[src/rtl/abd_pkg.sv]
package abd_pkg;
  typedef enum logic [2:0] {
    ST_START,
    ST_MEAS,
    ST_ACK,
    ST_CONF,
    ST_DONE,
    ST_ERR
  } boot_st_e;

  localparam logic [7:0] ACK_BYTE  = 8'h00;
  localparam logic [7:0] CONF_BYTE = 8'h55;
endpackage

[src/rtl/abd_low_meter.sv]
module abd_low_meter #(
  parameter int CNT_W      = 20,
  parameter int NUM_FRAMES = 3,
  parameter int MIN_LOW    = 36
) (
  input  logic             clk,
  input  logic             rst_n,
  input  logic             clr,
  input  logic             en,
  input  logic             rx,
  input  logic [CNT_W-1:0] timeout,
  output logic             lock,
  output logic             fail,
  output logic [CNT_W-1:0] ref_cnt
);
  localparam int AG_W   = $clog2(NUM_FRAMES + 1);
  localparam int PROD_W = CNT_W + 8;

  logic             rx_q;
  logic             in_low;
  logic [CNT_W-1:0] low_cnt;
  logic [CNT_W-1:0] idle_cnt;
  logic [AG_W-1:0]  agree;
  logic [CNT_W-1:0] diff;
  logic [PROD_W-1:0] scaled;
  logic             close;

  // tolerance test without a divider: 144*|d| <= first
  always_comb begin
    diff   = (low_cnt > ref_cnt) ? (low_cnt - ref_cnt) : (ref_cnt - low_cnt);
    scaled = PROD_W'(diff) * PROD_W'(144);
    close  = scaled <= PROD_W'(ref_cnt);
  end

  always_ff @(posedge clk or negedge rst_n) begin
    if (!rst_n) begin
      rx_q     <= 1'b1;
      in_low   <= 1'b0;
      low_cnt  <= '0;
      idle_cnt <= '0;
      agree    <= '0;
      ref_cnt  <= '0;
      lock     <= 1'b0;
      fail     <= 1'b0;
    end else begin
      rx_q <= rx;
      lock <= 1'b0;
      fail <= 1'b0;
      if (clr || !en) begin
        in_low   <= 1'b0;
        idle_cnt <= '0;
        agree    <= '0;
        if (clr) ref_cnt <= '0;
      end else if (!in_low) begin
        if (rx_q && !rx) begin
          in_low   <= 1'b1;
          low_cnt  <= CNT_W'(1);
          idle_cnt <= '0;
        end else if (idle_cnt >= timeout) begin
          fail <= 1'b1;
        end else begin
          idle_cnt <= idle_cnt + CNT_W'(1);
        end
      end else if (!rx) begin
        if (low_cnt != '1) low_cnt <= low_cnt + CNT_W'(1);
      end else begin
        in_low <= 1'b0;
        if (low_cnt < CNT_W'(MIN_LOW)) begin
          fail <= 1'b1;
        end else if (agree != '0 && close) begin
          agree <= agree + AG_W'(1);
          if (agree == AG_W'(NUM_FRAMES - 1)) lock <= 1'b1;
        end else begin
          ref_cnt <= low_cnt;
          agree   <= AG_W'(1);
        end
      end
    end
  end

  AST_LOCK_ABOVE_MIN: assert property (@(posedge clk) disable iff (!rst_n || clr)
    lock |-> (ref_cnt >= CNT_W'(MIN_LOW)));
  AST_LOCK_NOT_FAIL: assert property (@(posedge clk) disable iff (!rst_n || clr)
    lock |-> !fail);
endmodule

[src/rtl/abd_uart_rx.sv]
module abd_uart_rx #(
  parameter int DIV_W = 16,
  parameter int CNT_W = 20
) (
  input  logic             clk,
  input  logic             rst_n,
  input  logic             clr,
  input  logic             en,
  input  logic             rx,
  input  logic [DIV_W-1:0] div,
  input  logic [CNT_W-1:0] timeout,
  output logic             byte_vld,
  output logic [7:0]       byte_data,
  output logic             stop_ok,
  output logic             fail
);
  logic             rx_q;
  logic             active;
  logic [DIV_W-1:0] tcnt;
  logic [3:0]       bit_idx;
  logic [CNT_W-1:0] idle_cnt;

  always_ff @(posedge clk or negedge rst_n) begin
    if (!rst_n) begin
      rx_q      <= 1'b1;
      active    <= 1'b0;
      tcnt      <= '0;
      bit_idx   <= '0;
      idle_cnt  <= '0;
      byte_vld  <= 1'b0;
      byte_data <= '0;
      stop_ok   <= 1'b0;
      fail      <= 1'b0;
    end else begin
      rx_q     <= rx;
      byte_vld <= 1'b0;
      fail     <= 1'b0;
      if (clr || !en) begin
        active   <= 1'b0;
        idle_cnt <= '0;
      end else if (!active) begin
        if (rx_q && !rx) begin
          active   <= 1'b1;
          tcnt     <= div >> 1;   // first sample lands mid start bit
          bit_idx  <= '0;
          idle_cnt <= '0;
        end else if (idle_cnt >= timeout) begin
          fail <= 1'b1;
        end else begin
          idle_cnt <= idle_cnt + CNT_W'(1);
        end
      end else if (tcnt >= div - DIV_W'(1)) begin
        tcnt <= '0;
        if (bit_idx == 4'd0) begin
          if (rx) active <= 1'b0;   // glitch, not a start bit
          else    bit_idx <= 4'd1;
        end else if (bit_idx == 4'd9) begin
          active   <= 1'b0;
          byte_vld <= 1'b1;
          stop_ok  <= rx;
        end else begin
          byte_data <= {rx, byte_data[7:1]};
          bit_idx   <= bit_idx + 4'd1;
        end
      end else begin
        tcnt <= tcnt + DIV_W'(1);
      end
    end
  end

  AST_RX_SINGLE_PULSE: assert property (@(posedge clk) disable iff (!rst_n || clr)
    byte_vld |=> !byte_vld);
endmodule

[src/rtl/abd_uart_tx.sv]
module abd_uart_tx #(
  parameter int DIV_W = 16
) (
  input  logic             clk,
  input  logic             rst_n,
  input  logic             clr,
  input  logic             start,
  input  logic [7:0]       data,
  input  logic [DIV_W-1:0] div,
  output logic             txd,
  output logic             busy
);
  logic [9:0]       sh;
  logic [3:0]       bit_idx;
  logic [DIV_W-1:0] tcnt;

  assign txd = sh[0];

  always_ff @(posedge clk or negedge rst_n) begin
    if (!rst_n) begin
      sh      <= '1;
      bit_idx <= '0;
      tcnt    <= '0;
      busy    <= 1'b0;
    end else if (clr) begin
      sh   <= '1;
      busy <= 1'b0;
    end else if (!busy) begin
      if (start) begin
        sh      <= {1'b1, data, 1'b0};
        bit_idx <= '0;
        tcnt    <= '0;
        busy    <= 1'b1;
      end
    end else if (tcnt >= div - DIV_W'(1)) begin
      tcnt <= '0;
      sh   <= {1'b1, sh[9:1]};
      if (bit_idx == 4'd9) busy <= 1'b0;
      else                 bit_idx <= bit_idx + 4'd1;
    end else begin
      tcnt <= tcnt + DIV_W'(1);
    end
  end

  AST_TX_START_BIT: assert property (@(posedge clk) disable iff (!rst_n || clr)
    $rose(busy) |-> !txd);
endmodule

[src/rtl/abd_boot_link.sv]
module abd_boot_link
  import abd_pkg::*;
#(
  parameter int CNT_W       = 20,
  parameter int DIV_W       = 16,
  parameter int NUM_FRAMES  = 3,
  parameter int MIN_LOW     = 36,
  parameter int STARTUP_CYC = 100
) (
  input  logic             clk,
  input  logic             rst_n,
  input  logic             wdt_ovf,
  input  logic             rxd,
  input  logic [CNT_W-1:0] edge_timeout,
  output logic             txd,
  output logic [DIV_W-1:0] divisor,
  output logic             div_valid,
  output logic             done,
  output logic             err
);
  localparam int SU_W = $clog2(STARTUP_CYC + 1);

  boot_st_e         st;
  logic [SU_W-1:0]  su_cnt;
  logic [DIV_W-1:0] div_q;
  logic             rx_s1, rx_s2;
  logic             m_lock, m_fail;
  logic [CNT_W-1:0] m_ref;
  logic             r_vld, r_stop, r_fail;
  logic [7:0]       r_data;
  logic             tx_busy, tx_start;
  logic [CNT_W:0]   rnd_sum, quo;
  logic [DIV_W-1:0] div_next;

  always_ff @(posedge clk or negedge rst_n) begin
    if (!rst_n) begin
      rx_s1 <= 1'b1;
      rx_s2 <= 1'b1;
    end else begin
      rx_s1 <= rxd;
      rx_s2 <= rx_s1;
    end
  end

  // nearest-cycle bit period: (low + 4) / 9
  always_comb begin
    rnd_sum  = {1'b0, m_ref} + (CNT_W+1)'(4);
    quo      = rnd_sum / (CNT_W+1)'(9);
    div_next = DIV_W'(quo);
  end

  assign tx_start = (st == ST_MEAS) && m_lock && !m_fail;

  abd_low_meter #(.CNT_W(CNT_W), .NUM_FRAMES(NUM_FRAMES), .MIN_LOW(MIN_LOW)) i_meter (
    .clk(clk), .rst_n(rst_n), .clr(wdt_ovf), .en(st == ST_MEAS), .rx(rx_s2),
    .timeout(edge_timeout), .lock(m_lock), .fail(m_fail), .ref_cnt(m_ref)
  );

  abd_uart_tx #(.DIV_W(DIV_W)) i_tx (
    .clk(clk), .rst_n(rst_n), .clr(wdt_ovf), .start(tx_start), .data(ACK_BYTE),
    .div(div_q), .txd(txd), .busy(tx_busy)
  );

  abd_uart_rx #(.DIV_W(DIV_W), .CNT_W(CNT_W)) i_rx (
    .clk(clk), .rst_n(rst_n), .clr(wdt_ovf), .en(st == ST_CONF), .rx(rx_s2),
    .div(div_q), .timeout(edge_timeout), .byte_vld(r_vld), .byte_data(r_data),
    .stop_ok(r_stop), .fail(r_fail)
  );

  always_ff @(posedge clk or negedge rst_n) begin
    if (!rst_n) begin
      st        <= ST_START;
      su_cnt    <= '0;
      div_q     <= '0;
      div_valid <= 1'b0;
    end else if (wdt_ovf) begin
      st        <= ST_START;
      su_cnt    <= '0;
      div_q     <= '0;
      div_valid <= 1'b0;
    end else begin
      unique case (st)
        ST_START: begin
          if (su_cnt == SU_W'(STARTUP_CYC - 1)) st <= ST_MEAS;
          else su_cnt <= su_cnt + SU_W'(1);
        end
        ST_MEAS: begin
          if (m_fail) begin
            st <= ST_ERR;
          end else if (m_lock) begin
            div_q     <= div_next;
            div_valid <= 1'b1;
            st        <= ST_ACK;
          end
        end
        ST_ACK: if (!tx_busy) st <= ST_CONF;
        ST_CONF: begin
          if (r_fail) st <= ST_ERR;
          else if (r_vld) st <= (r_data == CONF_BYTE && r_stop) ? ST_DONE : ST_ERR;
        end
        default: ;
      endcase
    end
  end

  assign divisor = div_q;
  assign done    = (st == ST_DONE);
  assign err     = (st == ST_ERR);

  AST_DONE_NEEDS_DIV: assert property (@(posedge clk) disable iff (!rst_n)
    done |-> div_valid);
  AST_DONE_STICKY: assert property (@(posedge clk) disable iff (!rst_n || wdt_ovf)
    done |=> done);
  AST_ERR_STICKY: assert property (@(posedge clk) disable iff (!rst_n || wdt_ovf)
    err |=> err);
  AST_TXD_IDLE: assert property (@(posedge clk) disable iff (!rst_n || wdt_ovf)
    (st != ST_ACK) |-> txd);
  AST_DIV_HOLD: assert property (@(posedge clk) disable iff (!rst_n || wdt_ovf)
    div_valid |=> (div_valid && $stable(divisor)));
  AST_QUIET_START: assert property (@(posedge clk) disable iff (!rst_n)
    (st == ST_START) |-> (!div_valid && !m_lock));
endmodule

[config.mk]
export PLATFORM = sky130hd
export DESIGN_NAME = abd_boot_link
export DESIGN_NICKNAME = d
export VERILOG_FILES = /design/src/rtl/abd_pkg.sv /design/src/rtl/abd_low_meter.sv /design/src/rtl/abd_uart_rx.sv /design/src/rtl/abd_uart_tx.sv /design/src/rtl/abd_boot_link.sv
export SDC_FILE = /design/constraint.sdc
export NUM_CORES = 1
export LEC_CHECK = 0
export ABC_AREA = 0
export BUFFER_PORTS_ARGS = -buffer_cell sky130_fd_sc_hd__buf_2
export CORE_ASPECT_RATIO = 0.7
export CORE_MARGIN = 1
export CORE_UTILIZATION = 65
export DETAILED_ROUTE_END_ITERATION = 10
export PLACE_DENSITY = 0.79
export SYNTH_ARGS = -nofsm -noshare
export SYNTH_HDL_FRONTEND = slang
export SYNTH_SLANG_ARGS = --single-unit
[constraint.sdc]
create_clock -name clk -period 13.18 [get_ports clk]
set_clock_uncertainty 0.05 [all_clocks]
set_input_delay 2.636 -clock clk [delete_from_list [all_inputs] [get_ports clk]]
set_output_delay 2.636 -clock clk [all_outputs]
set_load 0.1 [all_outputs]
==> run_results.csv <==
group,metric,value,unit
run_status,status,"finished, final reports clean",
placed_design,dpl.hpwl,34.27,mm
setup_path,slowest_delay,0.71,ns
setup_path,slowest_stage,"dfrtp_1",
sta,hold_viol,0,
global_route,grt-ovfl-total,0,
final_layout,fin_nets,2168,
yosys,synthesis.area,16280,um^2
setup_path,end_kind,"flop",
final_layout,areaGrowthSynthToFinish,6.395,%
global_route,gr-max-usage-layer,"met1",
final_layout,layout_common_cells,"ha_1, nor2_1, dfrtp_1",
placed_design,port_buffers,43,
clock_network,cts_resized,0,
global_route,grt_antenna_before_repair,0,
yosys,syn_nets,2158,
final_layout,fillCellCount,1957,
sta,setup_slack,1.167,ns
yosys,avgSynthCellArea,8.344,um^2
sta,slew_headroom,20.11,%
min_path,hp-class,"reg -> reg",
yosys,synth-async-reset-ratio,100.0,%
routing,routed_wl,45.02,mm
yosys,synth_top_area_share,25.36,%
routing,viasPerCell,6.683,
clock_network,clk_latency,0.43,ns
pwr,p_leak,7.978,nW
yosys,synth_cell_types,100,
floorplanning,rows,48,
yosys,synth_area_leader_cell,"dfrtp_1",
clock_network,cts_root_buf,"clkbuf_16",
yosys,synth_seq_area_share,27.30,%
sta,drv_slew,0,
setup_path,path_buf_inv,1,
floorplanning,die_w,191.2,um
yosys,syn_inst,1951,
yosys,synth_ff_type,"dfrtp_1",
clock_network,clk_pin_slew,0.06,ns
floorplanning,die_y,134.4,um
floorplanning,die_area,25690,um^2
final_layout,antenna_cells,0,
yosys,synth_warnings,0,
pwr,power_density,158.9,nW/um^2
floorplanning,ios,44,
routing,dr.pass1.iters,6,
clock_network,ctsHoldBuffers,0,
sta,period_share,91.14,%
setup_path,startpoint_type,"flop",
setup_path,crit_top_cell,"a31oi_1",
setup_path,worstPathArrival,12.31,ns
clock_network,postCtsSetupBuffers,0,
yosys,synth_edf_count,0,
sta,setup_violations,0,
final_layout,layout_commonest_cell,"ha_1",
global_route,met2_usage,53.16,%
yosys,synthTopCellsByArea,"dfrtp_1, ha_1, xnor2_1",
clock_network,htreeDepth,4,
sta,tightestPinTransition,1.198,ns
clock_network,cts_tree,"built",
global_route,grt_util_met3,4.867,%
pwr,ir_drop,0.5652,mV
sta,rsz0062_at_grt,"false",
routing,vias,15364,
global_route,grt_max_degree,66,
floorplanning,core_region_area,24620,um^2
clock_network,clock_sinks,177,
sta,fmax,0.08324,GHz
setup_path,crit_type,"reg -> reg",
global_route,grt_pass1_vias,14256,
placed_design,gp_congestion,0.9584,
global_route,track_usage,35.52,%
run,drv_cap,0,
clock_network,numCtsBuffers,17,
sta,period_needed,12.01,ns
floorplanning,initial_core_util,66.11,%
routing,avgRoutedWirePerCell,19.58,um
clock_network,clockBufferDepth,2,
routing,drt_iter0_drc,1760,
setup_path,path_delay_family,"compound AO/OA/AOI/OAI gates",
final_layout,drive_gt1_share,8.207,%
routing,final_antenna_net_count,0,
setup_path,r2r_slack,1.17,ns
setup_path,crit_required,13.48,ns
sta,final.setup.tns,0,ns
placed_design,pre_cts_slack,1.612,ns
setup_path,cp_max_fo,20,
routing,drc,0,
yosys,synth_seq_cells,177,
global_route,met1_usage,53.49,%
global_route,grt_first_pass_wirelength,73.73,mm
cell type report:
class	instances	area, um^2	share of cell area, %
tap	325	406.6	2.348
inverter	110	412.9	2.384
multi-input combinational	1595	11170	64.47
sequential	177	4444	25.66
timing repair buffer	60	349.1	2.015
clock buffer	21	460.4	2.658
clock inverter	11	81.33	0.4696
worst paths after layout:
check                                   start               end  depth (start not counted)
max reg2reg                i_meter.ref_cnt[2]        divisor[0]                         35
min                                     rx_s1             rx_s2                          0
max                        i_meter.ref_cnt[2]        divisor[0]                         35
max in group asynchronous               rst_n   i_tx.bit_idx[1]                          3
min reg2reg                             rx_s1             rx_s2                          0
min in group asynchronous               rst_n  i_rx.idle_cnt[0]                          1
power by group:
group          switching [W]  internal, W  leakage, nW
Sequential         0.0000256     0.000557         2.40
Clock               0.000222     0.000253        0.260
Combinational       0.000930     0.000765         5.32
Total                0.00118      0.00157         7.98
worst register-to-register path: cells and delay by family, from the launching register on:
kind                       cells  cell delay, ns
AOI/OAI and AO/OA             19            5.83
and+or+nand+nor                8            3.11
muxes                          3            0.81
DFF                            1            0.71
xor gates and xnor gates       2            0.69
adders and majority gates      2            0.64
buffers and inverters          1            0.07
state kept, by name, indices dropped and copies added, names as in the netlist, 2 cells and up:
register,count
i_meter.low_cnt,20
i_meter.idle_cnt,20
i_rx.tcnt,16
st,3
i_tx.tcnt,16
su_cnt,7
i_rx.byte_data,8
i_meter.agree,2
divisor,16
i_rx.bit_idx,4
i_meter.ref_cnt,20
i_tx.sh,9
i_tx.bit_idx,4
i_rx.idle_cnt,20
cell usage after synthesis, types with 21 or more instances:
library cell and instances:
a21o_1 46, a21oi_1 136, a22o_1 21, and3_1 49, clkbuf_1 55, dfrtp_1 165, ha_1 180, inv_1 108
nand2_1 142, nand2b_1 40, nand3_1 66, nand4_1 38, nor2_1 166, nor2b_1 30, nor3_1 50, o21ai_0 153
xnor2_1 93, xor2_1 38
per-layer routing:
layer	up-vias	part of all wire [%]
met1	7383	46
met3	69	8.1
met2	728	43
met4	0	2.0
li1	7184	-
met5	-	0
through the flow:
step / hold WS, ns / power [W] / instance area, um^2 / cells / util [%]
detailed placement: 0.2990 / 0.002256 / 16770 / 2267 / 68.11
finish: 0.3152 / 0.002752 / 17320 / 2299 / 70.34
global placement: 0.3081 / 0.002164 / 16770 / 2267 / 68.11
floorplan: 0.2952 / 0.001900 / 16280 / 1951 / -
CTS: 0.3167 / 0.002734 / 17310 / 2299 / 70.32
global route: 0.3203 / 0.003020 / 17320 / 2299 / 70.34
cells by family (layout without fill, tap and decap cells):
| kind of cell | after synthesis | after routing | synth area share [%] |
|---|---|---|---|
| muxes | 36 | 36 | 2.359 |
| and+or+nand+nor | 687 | 687 | 21.90 |
| AOI/OAI and AO/OA | 557 | 557 | 22.83 |
| buffers and inverters | 179 | 202 | 4.258 |
| adders and majority gates | 183 | 183 | 14.20 |
| xor gates and xnor gates | 132 | 132 | 7.148 |
| DFF | 177 | 177 | 27.30 |
No activity file was read; power rests on OpenSTA's default activity.
